--- config.mk ---
export PLATFORM = sky130hd
export DESIGN_NAME = uart_frame_tx
export DESIGN_NICKNAME = d
export VERILOG_FILES = /design/src/rtl/frame_tx_pkg.sv /design/src/rtl/frame_tx_ctrl.sv /design/src/rtl/frame_tx_dpath.sv /design/src/rtl/uart_frame_tx.sv
export SDC_FILE = /design/constraint.sdc
export NUM_CORES = 1
export LEC_CHECK = 0
export CAP_MARGIN = 0
export CORE_UTILIZATION = 40
export CTS_CLUSTER_DIAMETER = 60
export DETAILED_ROUTE_END_ITERATION = 12
export HOLD_SLACK_MARGIN = 0.15
export PLACE_DENSITY_LB_ADDON = 0.2
export SLEW_MARGIN = 40
export SYNTH_ARGS = -nofsm -noshare
export SYNTH_HDL_FRONTEND = slang
export SYNTH_SLANG_ARGS = --single-unit
--- constraint.sdc ---
create_clock -name clk -period 2.1 [get_ports clk]
set_input_delay 0.42 -clock clk [delete_from_list [all_inputs] [get_ports clk]]
set_output_delay 0.42 -clock clk [all_outputs]
set_load 0.03 [all_outputs]
--- src/rtl/frame_tx_pkg.sv ---
package frame_tx_pkg;
  typedef enum logic [1:0] {
    PAR_EVEN  = 2'd0,
    PAR_ODD   = 2'd1,
    PAR_MARK  = 2'd2,
    PAR_SPACE = 2'd3
  } parMode_t;

  typedef enum logic [2:0] {
    PH_IDLE, PH_START, PH_DATA, PH_NINTH, PH_STOP
  } phase_t;

  typedef struct packed {
    logic load;
    logic shift;
    logic driveLow;
    logic driveData;
    logic driveNinth;
  } txStrobe_t;
endpackage

--- src/rtl/frame_tx_ctrl.sv ---
module frame_tx_ctrl
  import frame_tx_pkg::*;
#(
  parameter int DATA_W = 8,
  parameter int OSR    = 16,
  parameter int LEN_W  = 2
) (
  input  logic             clk,
  input  logic             rstN,
  input  logic             tick16,
  input  logic             inValid,
  input  logic [LEN_W-1:0] cfgLen,
  input  logic             cfgNinthEn,
  input  logic             cfgLongStop,
  output txStrobe_t        strobe,
  output logic             busy,
  output logic             inReady
);
  localparam int CNT_W   = $clog2(2 * OSR);
  localparam int BIT_W   = $clog2(DATA_W);
  localparam int MIN_LEN = DATA_W - (1 << LEN_W) + 1;
  localparam logic [CNT_W-1:0] BIT_LAST  = CNT_W'(OSR - 1);
  localparam logic [CNT_W-1:0] LONG_MIN  = CNT_W'((OSR * 3) / 2 - 1);
  localparam logic [CNT_W-1:0] LONG_FULL = CNT_W'(2 * OSR - 1);

  phase_t           phase;
  logic [CNT_W-1:0] tickCnt;
  logic [CNT_W-1:0] stopLast;
  logic [BIT_W-1:0] bitCnt;
  logic [BIT_W-1:0] lastBit;
  logic             ninthOn;
  logic             accept;
  logic             atEnd;

  assign accept = inValid && (phase == PH_IDLE);
  assign atEnd  = tickCnt == ((phase == PH_STOP) ? stopLast : BIT_LAST);

  always_ff @(posedge clk) begin
    if (!rstN) begin
      phase    <= PH_IDLE;
      tickCnt  <= '0;
      bitCnt   <= '0;
      lastBit  <= '0;
      ninthOn  <= 1'b0;
      stopLast <= BIT_LAST;
    end else if (accept) begin
      phase    <= PH_START;
      tickCnt  <= '0;
      bitCnt   <= '0;
      lastBit  <= BIT_W'(cfgLen) + BIT_W'(MIN_LEN - 1);
      ninthOn  <= cfgNinthEn;
      stopLast <= !cfgLongStop ? BIT_LAST :
                  (cfgLen == '0) ? LONG_MIN : LONG_FULL;
    end else if (tick16 && phase != PH_IDLE) begin
      if (!atEnd) begin
        tickCnt <= tickCnt + 1'b1;
      end else begin
        tickCnt <= '0;
        unique case (phase)
          PH_START: begin
            phase  <= PH_DATA;
            bitCnt <= '0;
          end
          PH_DATA: begin
            if (bitCnt == lastBit) phase <= ninthOn ? PH_NINTH : PH_STOP;
            else bitCnt <= bitCnt + 1'b1;
          end
          PH_NINTH: phase <= PH_STOP;
          PH_STOP:  phase <= PH_IDLE;
          default:  phase <= PH_IDLE;
        endcase
      end
    end
  end

  always_comb begin
    strobe            = '0;
    strobe.load       = accept;
    strobe.shift      = tick16 && atEnd && (phase == PH_DATA);
    strobe.driveLow   = phase == PH_START;
    strobe.driveData  = phase == PH_DATA;
    strobe.driveNinth = phase == PH_NINTH;
  end

  assign busy    = phase != PH_IDLE;
  assign inReady = phase == PH_IDLE;

  a_r9_cfg_held: assert property (@(posedge clk) disable iff (!rstN)
    busy |=> $stable(lastBit) && $stable(ninthOn) && $stable(stopLast));
  a_r10_no_tick_hold: assert property (@(posedge clk) disable iff (!rstN)
    (busy && !tick16) |=> $stable(phase) && $stable(tickCnt));
  a_r1_bit_count_bound: assert property (@(posedge clk) disable iff (!rstN)
    (busy && phase != PH_STOP) |-> tickCnt <= BIT_LAST);
  a_r2_data_index_bound: assert property (@(posedge clk) disable iff (!rstN)
    (phase == PH_DATA) |-> bitCnt <= lastBit);
endmodule

--- src/rtl/frame_tx_dpath.sv ---
module frame_tx_dpath
  import frame_tx_pkg::*;
#(
  parameter int DATA_W = 8,
  parameter int LEN_W  = 2
) (
  input  logic              clk,
  input  logic              rstN,
  input  txStrobe_t         strobe,
  input  logic [DATA_W-1:0] inData,
  input  logic [LEN_W-1:0]  cfgLen,
  input  logic              cfgParityEn,
  input  logic [1:0]        cfgParityMode,
  input  logic              extraBit,
  output logic              txOut
);
  localparam int MIN_LEN = DATA_W - (1 << LEN_W) + 1;

  logic [DATA_W-1:0] masked;
  logic [DATA_W-1:0] shiftReg;
  logic              ninthReg;
  logic              ninthNext;
  logic              onesOdd;

  for (genvar i = 0; i < DATA_W; i++) begin : g_mask
    assign masked[i] = inData[i] && (i < (int'(cfgLen) + MIN_LEN));
  end

  assign onesOdd = ^masked;

  always_comb begin
    if (!cfgParityEn) begin
      ninthNext = extraBit;
    end else begin
      unique case (parMode_t'(cfgParityMode))
        PAR_EVEN:  ninthNext = onesOdd;
        PAR_ODD:   ninthNext = !onesOdd;
        PAR_MARK:  ninthNext = 1'b1;
        PAR_SPACE: ninthNext = 1'b0;
        default:   ninthNext = 1'b0;
      endcase
    end
  end

  always_ff @(posedge clk) begin
    if (!rstN) begin
      shiftReg <= '0;
      ninthReg <= 1'b0;
    end else if (strobe.load) begin
      shiftReg <= masked;
      ninthReg <= ninthNext;
    end else if (strobe.shift) begin
      shiftReg <= shiftReg >> 1;
    end
  end

  always_comb begin
    if (strobe.driveLow)        txOut = 1'b0;
    else if (strobe.driveData)  txOut = shiftReg[0];
    else if (strobe.driveNinth) txOut = ninthReg;
    else                        txOut = 1'b1;
  end

  a_r2_shift_fills_zero: assert property (@(posedge clk) disable iff (!rstN)
    strobe.shift |=> !shiftReg[DATA_W-1]);
endmodule

--- src/rtl/uart_frame_tx.sv ---
module uart_frame_tx
  import frame_tx_pkg::*;
#(
  parameter int DATA_W = 8,
  parameter int OSR    = 16,
  parameter int LEN_W  = 2
) (
  input  logic              clk,
  input  logic              rstN,
  input  logic              tick16,
  input  logic [DATA_W-1:0] inData,
  input  logic              inValid,
  output logic              inReady,
  input  logic [LEN_W-1:0]  cfgLen,
  input  logic              cfgParityEn,
  input  logic [1:0]        cfgParityMode,
  input  logic              cfgExtraEn,
  input  logic              extraBit,
  input  logic              cfgLongStop,
  output logic              txOut,
  output logic              busy
);
  txStrobe_t strobe;

  frame_tx_ctrl #(.DATA_W(DATA_W), .OSR(OSR), .LEN_W(LEN_W)) u_ctrl (
    .clk(clk), .rstN(rstN), .tick16(tick16), .inValid(inValid),
    .cfgLen(cfgLen), .cfgNinthEn(cfgParityEn || cfgExtraEn),
    .cfgLongStop(cfgLongStop), .strobe(strobe), .busy(busy), .inReady(inReady)
  );

  frame_tx_dpath #(.DATA_W(DATA_W), .LEN_W(LEN_W)) u_dpath (
    .clk(clk), .rstN(rstN), .strobe(strobe), .inData(inData), .cfgLen(cfgLen),
    .cfgParityEn(cfgParityEn), .cfgParityMode(cfgParityMode),
    .extraBit(extraBit), .txOut(txOut)
  );

  a_r1_start_after_accept: assert property (@(posedge clk) disable iff (!rstN)
    (inValid && inReady) |=> !txOut && busy);
  a_r8_idle_line_high: assert property (@(posedge clk) disable iff (!rstN)
    inReady |-> txOut);
  a_r10_line_needs_tick: assert property (@(posedge clk) disable iff (!rstN)
    (busy && !tick16) |=> $stable(txOut));
endmodule

# Word-level counts from Yosys, hierarchy flattened
# Index checks and enable logic that the tools add are counted.
# classes
n_mux	19
addsub	4
reduce_logical	27
eq_ne	12
order_cmp	8
n_bitwise	1
# ops
op	count
4-bit by 32-bit less-than comparator with 1-bit output (first input constant)	4
3-bit by 32-bit less-than comparator with 1-bit output (first input constant)	2
2-bit by 32-bit less-than comparator with 1-bit output (first input constant)	1
8-bit 2-to-1 mux	2
5-bit 2-to-1 mux	3
1-bit logical AND	12
3-bit 2-to-1 mux	3
3-bit one-hot mux with 3 select lines	1
2-bit nonzero test	4
8-bit XOR reduction	1
1-bit 2-to-1 mux	7
3-bit by 2-bit equality test with 1-bit output (second input constant)	2
3-bit one-hot mux with 2 select lines	1
3-bit AND reduction	2
5-bit by 1-bit adder with 5-bit output (second input constant)	1
5-bit equality test	1
2-bit by 3-bit adder with 4-bit output (second input constant)	1
2-bit equality test (second input constant)	2
2-bit logical NOT	2
1-bit by 4-bit less-than comparator with 1-bit output (first input constant)	1
4-bit 2-to-1 mux	1
1-bit one-hot mux with 4 select lines	1
4-bit AND reduction	1
2-bit by 3-bit adder with 3-bit output (second input constant)	1
other kinds (14)	14
# totals
regBits	29
output_inout_bits	3

# Longest topological paths before layout
# logic_depth
word_depth	7
depth_mapped	8

# By module
# A second synthesis with hierarchy kept.
# unflattened
hier_cells	183
area_unflattened_um2	1557.7
# by_module_without_submodules
module	n_inst	area_each_um2	seq_area_each_um2	cells_each
frame_tx_ctrl	1	949.7	340.3	111
frame_tx_dpath	1	601.8	180.2	71
uart_frame_tx	1	6.3	0.0	1

# Worst setup path before layout
# No wires, ideal clock.
# synth_path
path_kind	reg-to-reg
startpoint	reg u_ctrl.phase[1]
endpoint	reg u_ctrl.phase[1]
arrival_ns	1.933
path_buffers	1
setup_ns	0.122
slack_ns	0.045
stages_incl_launch_ff	8
period_less_slack_ns	2.055
path_cell_list	dfxtp_1 > or3_2 > buf_6 > inv_1 > nor2_1 > and3_1 > or2_2 > o311a_1
# synth_via
elab_cells_between_ends	14
# synth_lines
item	line_no	rtl
from (decl)	frame_tx_ctrl.sv:26	phase_t phase;
from (signal assigned)	frame_tx_ctrl.sv:65	if (bitCnt == lastBit) phase <= ninthOn ? PH_NINTH : PH_STOP;
3-bit nonzero test	--	
named net busy	uart_frame_tx.sv:21	output logic busy
1-bit logical AND	frame_tx_ctrl.sv:54	end else if (tick16 && phase != PH_IDLE) begin
3-bit AND reduction (no source line)	--	
# The timed path passes the listed nets, and every way through them passes these cells.
# A chain may end at the register's enable or synchronous reset.

# Final worst setup path
# layout_path
startpoint	reg u_ctrl.phase[1]
endpoint	out inReady
# layout_via
elab_chain_cells	1
# layout_lines
item	line_no	rtl
3-bit logical NOT	frame_tx_ctrl.sv:86	assign inReady = phase == PH_IDLE;
to (decl)	uart_frame_tx.sv:13	output logic inReady,
# Every way passes these cells.

==> results.md <==
- For this design the top-level I/O count stands at 23.
- The number of global-route vias before repair is 1124.
- After detailed routing, the total wire length is 3.05 mm.
- The run finished with clean final reports.
- The clock power share is 32.8%.
- In this run the standard cell core region covers 3360 sq um.
- The routed wirelength normalized by instance count is approximately 13 microns.
- The most used flip-flop cell after synthesis is sky130_fd_sc_hd__dfxtp_1.
- Adding up every negative setup slack in the final design gives 0 ns.
- After clock tree synthesis, the flow added hold-fix buffers numbering 0.
- For this run, the register share of the synthesized area comes to 36.8%.
- Compared with the post-synthesis result, the final layout area differs by 26.7%.
- The maximum clock path buffer count is 2.
- The final count of pins violating max slew is 0.
- The total of max-cap violations is 0.
- In this run the remaining antenna-violating nets after routing total 0.
- The detailed-placement wirelength estimate is 2.41 mm.
- The detailed router finished its first iteration with 63 violations.
- The startpoint of the most critical hold path is u_ctrl.stopLast[4]$_SDFFE_PN0P_.
- Registers are responsible for 50.2% of the overall power.
- The CTS clock-pin slew for the worst setup and hold paths is 0.14 ns.
- After filler insertion, the fill cell instance count of the layout stands at between 300 and 400.
- The total via count after detailed routing is 1201.
- The area of placed instances is 1740 sq um.
- The proportion of layout cells with a drive suffix above 1 is 17.7%.
- The total grt overflow is 0.
- In this run the static leakage power is 0.711 nW.
- The actual slew at the worst max-slew pin is 0.539 ns.
- The commonest cells after synthesis are 26 x sky130_fd_sc_hd__dfxtp_1, 18 x sky130_fd_sc_hd__a21oi_1, 17 x sky130_fd_sc_hd__nand2_1.
- For this design the total switching power over the nets is 0.000259 W.
- The number of antenna cells inserted is 0.
- The number of buffers created by CTS is 3.
- The cell at the root of the clock tree is sky130_fd_sc_hd__clkbuf_4.
- The synthesized design contains 26 register bits.
- The largest net degree at the start of global routing is 17.
- The completed layout was analyzed and its total power is 0.00106 W.
- The count of final hold-check violations is 0.
- In this run the post-CTS setup repair buffer count came out at 0.
- The die covers 3770 sq um.
- The biggest area consumer among synthesized cells is sky130_fd_sc_hd__dfxtp_1.
- On the final layout, the worst clock skew is 0.0105 ns.
- In this run the number of H-tree levels came out at 1.
- The capturing element type of the critical path is an output pin.
- Global routing consumed, over all layers together, 17.4% of the routing resources.
- For this configuration, the core starts out at a cell density of around 42%.
- The worst endpoint data arrival time is 1.59 ns.
- The congestion estimate from routability-driven global placement came to around 0.76.
- Yosys mapped a number of flops with a built-in enable equal to 0.
- By startpoint and endpoint, the worst setup path is classified as flop to output pin.
- The worst vdd rail ir drop is between 0.2 and 0.3 mV.
- The synthesized instance count is approximately 160.
- STA classifies the critical path startpoint as a flop.
- The Yosys step of the flow raised 0 warnings.
- The required time at the worst-slack endpoint is 1.68 ns.
- TritonCTS built the clock tree.
- Cells fill 53.2% of the core in the end.
- The minimum setup slack among reg-to-reg paths is 0.13 ns.
- By area the synthesized netlist is led by sky130_fd_sc_hd__dfxtp_1 37%, sky130_fd_sc_hd__a21oi_1 6.4%, sky130_fd_sc_hd__mux2i_1 5.7%.
- The startpoint identified for the worst register-to-register timing path is u_ctrl.phase[1]$_SDFFE_PP0P_.
- Among all cell types in the netlist, the one instantiated most often is sky130_fd_sc_hd__dfxtp_1.
- The initial antenna violation count is 0.
- Of the total power, the share spent switching nets is 24.4%.
- The first TritonRoute pass finished after 4 iterations.
- The number of remaining DRC errors is 0.
- Tracing the worst setup path back leads to its startpoint at u_ctrl.phase[1]$_SDFFE_PP0P_.
- The floorplan die height is 61.4 microns.
- The internal power of the cells is 0.000801 W.
- The power density relative to cell area is 592 nW/um^2.
- Setup violations remaining at the end of the flow were counted as 0.
- The final layout net count is 215.
- The final critical path takes up a little over nine tenths of the cycle.
- The net count of the mapped netlist is 180.
- The tightest min-delay check is of the flop to flop type.
- The latest clock arrival within the worst-skew pair is about 0.33 ns.
- The first-pass GRT wire length is 4.80 mm.
- Setup repair after global routing left no endpoint under its margin.
- Hold timing on the final database bottoms out at a slack of 0.484 ns.
- Summing all non-filler instances in the final layout gives an area of 1790 sq um.
- Using the TritonRoute via totals, the vias-per-cell ratio works out to just over 5.
- Combinational cells account for between 15 and 20% of the total power.
- The synthesized design devotes to its leading area cell type between 30% and 40% of total area.
- CTS saw 26 sinks.
- The relative slew slack is 64.0%.
- Based on the critical path, the design can be clocked at up to 497 MHz.
- The synthesized cell area is between 1000 and 1500 sq um.
- The fraction of registers with async set or reset after synthesis is 0%.
- The cell row count is 21.
- Of all nets on the critical path, the largest fanout is 9.
- The number of distinct library cells after synthesis is 42.
- Counting I/O delays and the setup requirement, the final critical path takes between 2 and 2.5 ns.
- Port buffering added 22 buffers.
- In this run the horizontal extent of the chip is ~61 microns.
- The post-synthesis area per instance is 8.94 sq um.
[cell type report]
cell class	count	area [sq um]	share of cell area (%)
Timing Repair Buffer	36	315	17.6
Clock buffer	3	22.5	1.26
Sequential cell	26	526	29.4
Clock inverter	1	30.0	1.68
Tap cell	46	57.6	3.22
Multi-Input combinational cell	121	820	45.8
Inverter	5	18.8	1.05
[cells in the final DEF, fill, tap and decap left out, types with 2 or more instances in the layout]
cell	instances
sky130_fd_sc_hd__nand3_1	7
sky130_fd_sc_hd__or2_2	2
sky130_fd_sc_hd__or3_1	2
sky130_fd_sc_hd__clkbuf_2	2
sky130_fd_sc_hd__clkdlybuf4s50_1	18
sky130_fd_sc_hd__nand2_1	17
sky130_fd_sc_hd__clkbuf_4	3
sky130_fd_sc_hd__o21ai_1	2
sky130_fd_sc_hd__ha_1	2
sky130_fd_sc_hd__dfxtp_1	24
sky130_fd_sc_hd__o21ai_0	10
sky130_fd_sc_hd__xor2_1	4
sky130_fd_sc_hd__nor2_1	15
sky130_fd_sc_hd__nor3b_1	2
sky130_fd_sc_hd__a21oi_1	18
sky130_fd_sc_hd__buf_4	15
sky130_fd_sc_hd__a211oi_1	2
sky130_fd_sc_hd__nor3_1	2
sky130_fd_sc_hd__inv_1	4
sky130_fd_sc_hd__xnor2_1	7
sky130_fd_sc_hd__mux2i_1	8
[layer usage]
layer,up-vias,share of wire [%],GRT usage [%]
met5,-,0,0
met2,25,48,30.4
met1,551,47,21.3
li1,621,-,-
met4,0,1.0,6.03
met3,4,3.5,3.57
[final timing paths]
kind                                                        end  depth (start not counted)
worst max-delay path                                    inReady                          3
worst min-delay path            u_ctrl.stopLast[4]$_SDFFE_PN0P_                          2
worst min register to register  u_ctrl.stopLast[4]$_SDFFE_PN0P_                          2
worst max register to register     u_ctrl.phase[1]$_SDFFE_PP0P_                          7
[critical path, cell delays in order (launching register included)]
cell and delay [ns]:
sky130_fd_sc_hd__dfxtp_4 0.39, sky130_fd_sc_hd__or3_2 0.54, sky130_fd_sc_hd__inv_1 0.16, sky130_fd_sc_hd__buf_4 0.18
[power groups by stage]
stage / sequential [W] / combinational [W] / clock [W]
finish: 0.000532 / 0.000180 / 0.000348
floorplan: 0.000538 / 0.000114 / 0
CTS: 0.000533 / 0.000183 / 0.000360
global placement: 0.000542 / 0.000182 / 0
global route: 0.000534 / 0.000198 / 0.000384
detailed placement: 0.000544 / 0.000184 / 0
[flip-flops by register name, indices dropped and copies added, names as in the netlist]
name and cells:
u_dpath.shiftReg 8, u_ctrl.tickCnt 5, u_ctrl.bitCnt 3, u_ctrl.lastBit 3
u_ctrl.phase 3, u_ctrl.stopLast 2, u_ctrl.ninthOn 1, u_dpath.ninthReg 1
[kinds of logic (layout without fill, tap and decap cells)]
kind of cell             count (synthesis)  count (layout)  share of synthesized area, %
AO/OA/AOI/OAI                           38              38                          17.4
XOR/XNOR                                14              14                          11.5
adder cells (fa/ha/maj)                  2               2                          1.77
buffers and inverters                   11              45                          5.14
flip-flops                              26              26                          36.8
multiplexers                             8               8                          5.67
AND/OR/NAND/NOR                         59              59                          21.6
[stage by stage]
step,worst slack [ns],instances
2_1_floorplan,0.0452,158
3_3_place_gp,-0.250,234
3_5_place_dp,-0.285,234
4_1_cts,0.0234,238
5_1_grt,0.0179,238
6_report,0.0864,238
[repair_timing]
action / in CTS / in global routing
pin swaps: 0 / 4
resized for setup: 3 / 8
cloned: 0 / 0
endpoints found under the setup margin: 2 / 3
Note: power is estimated with default switching activity, not from simulation.
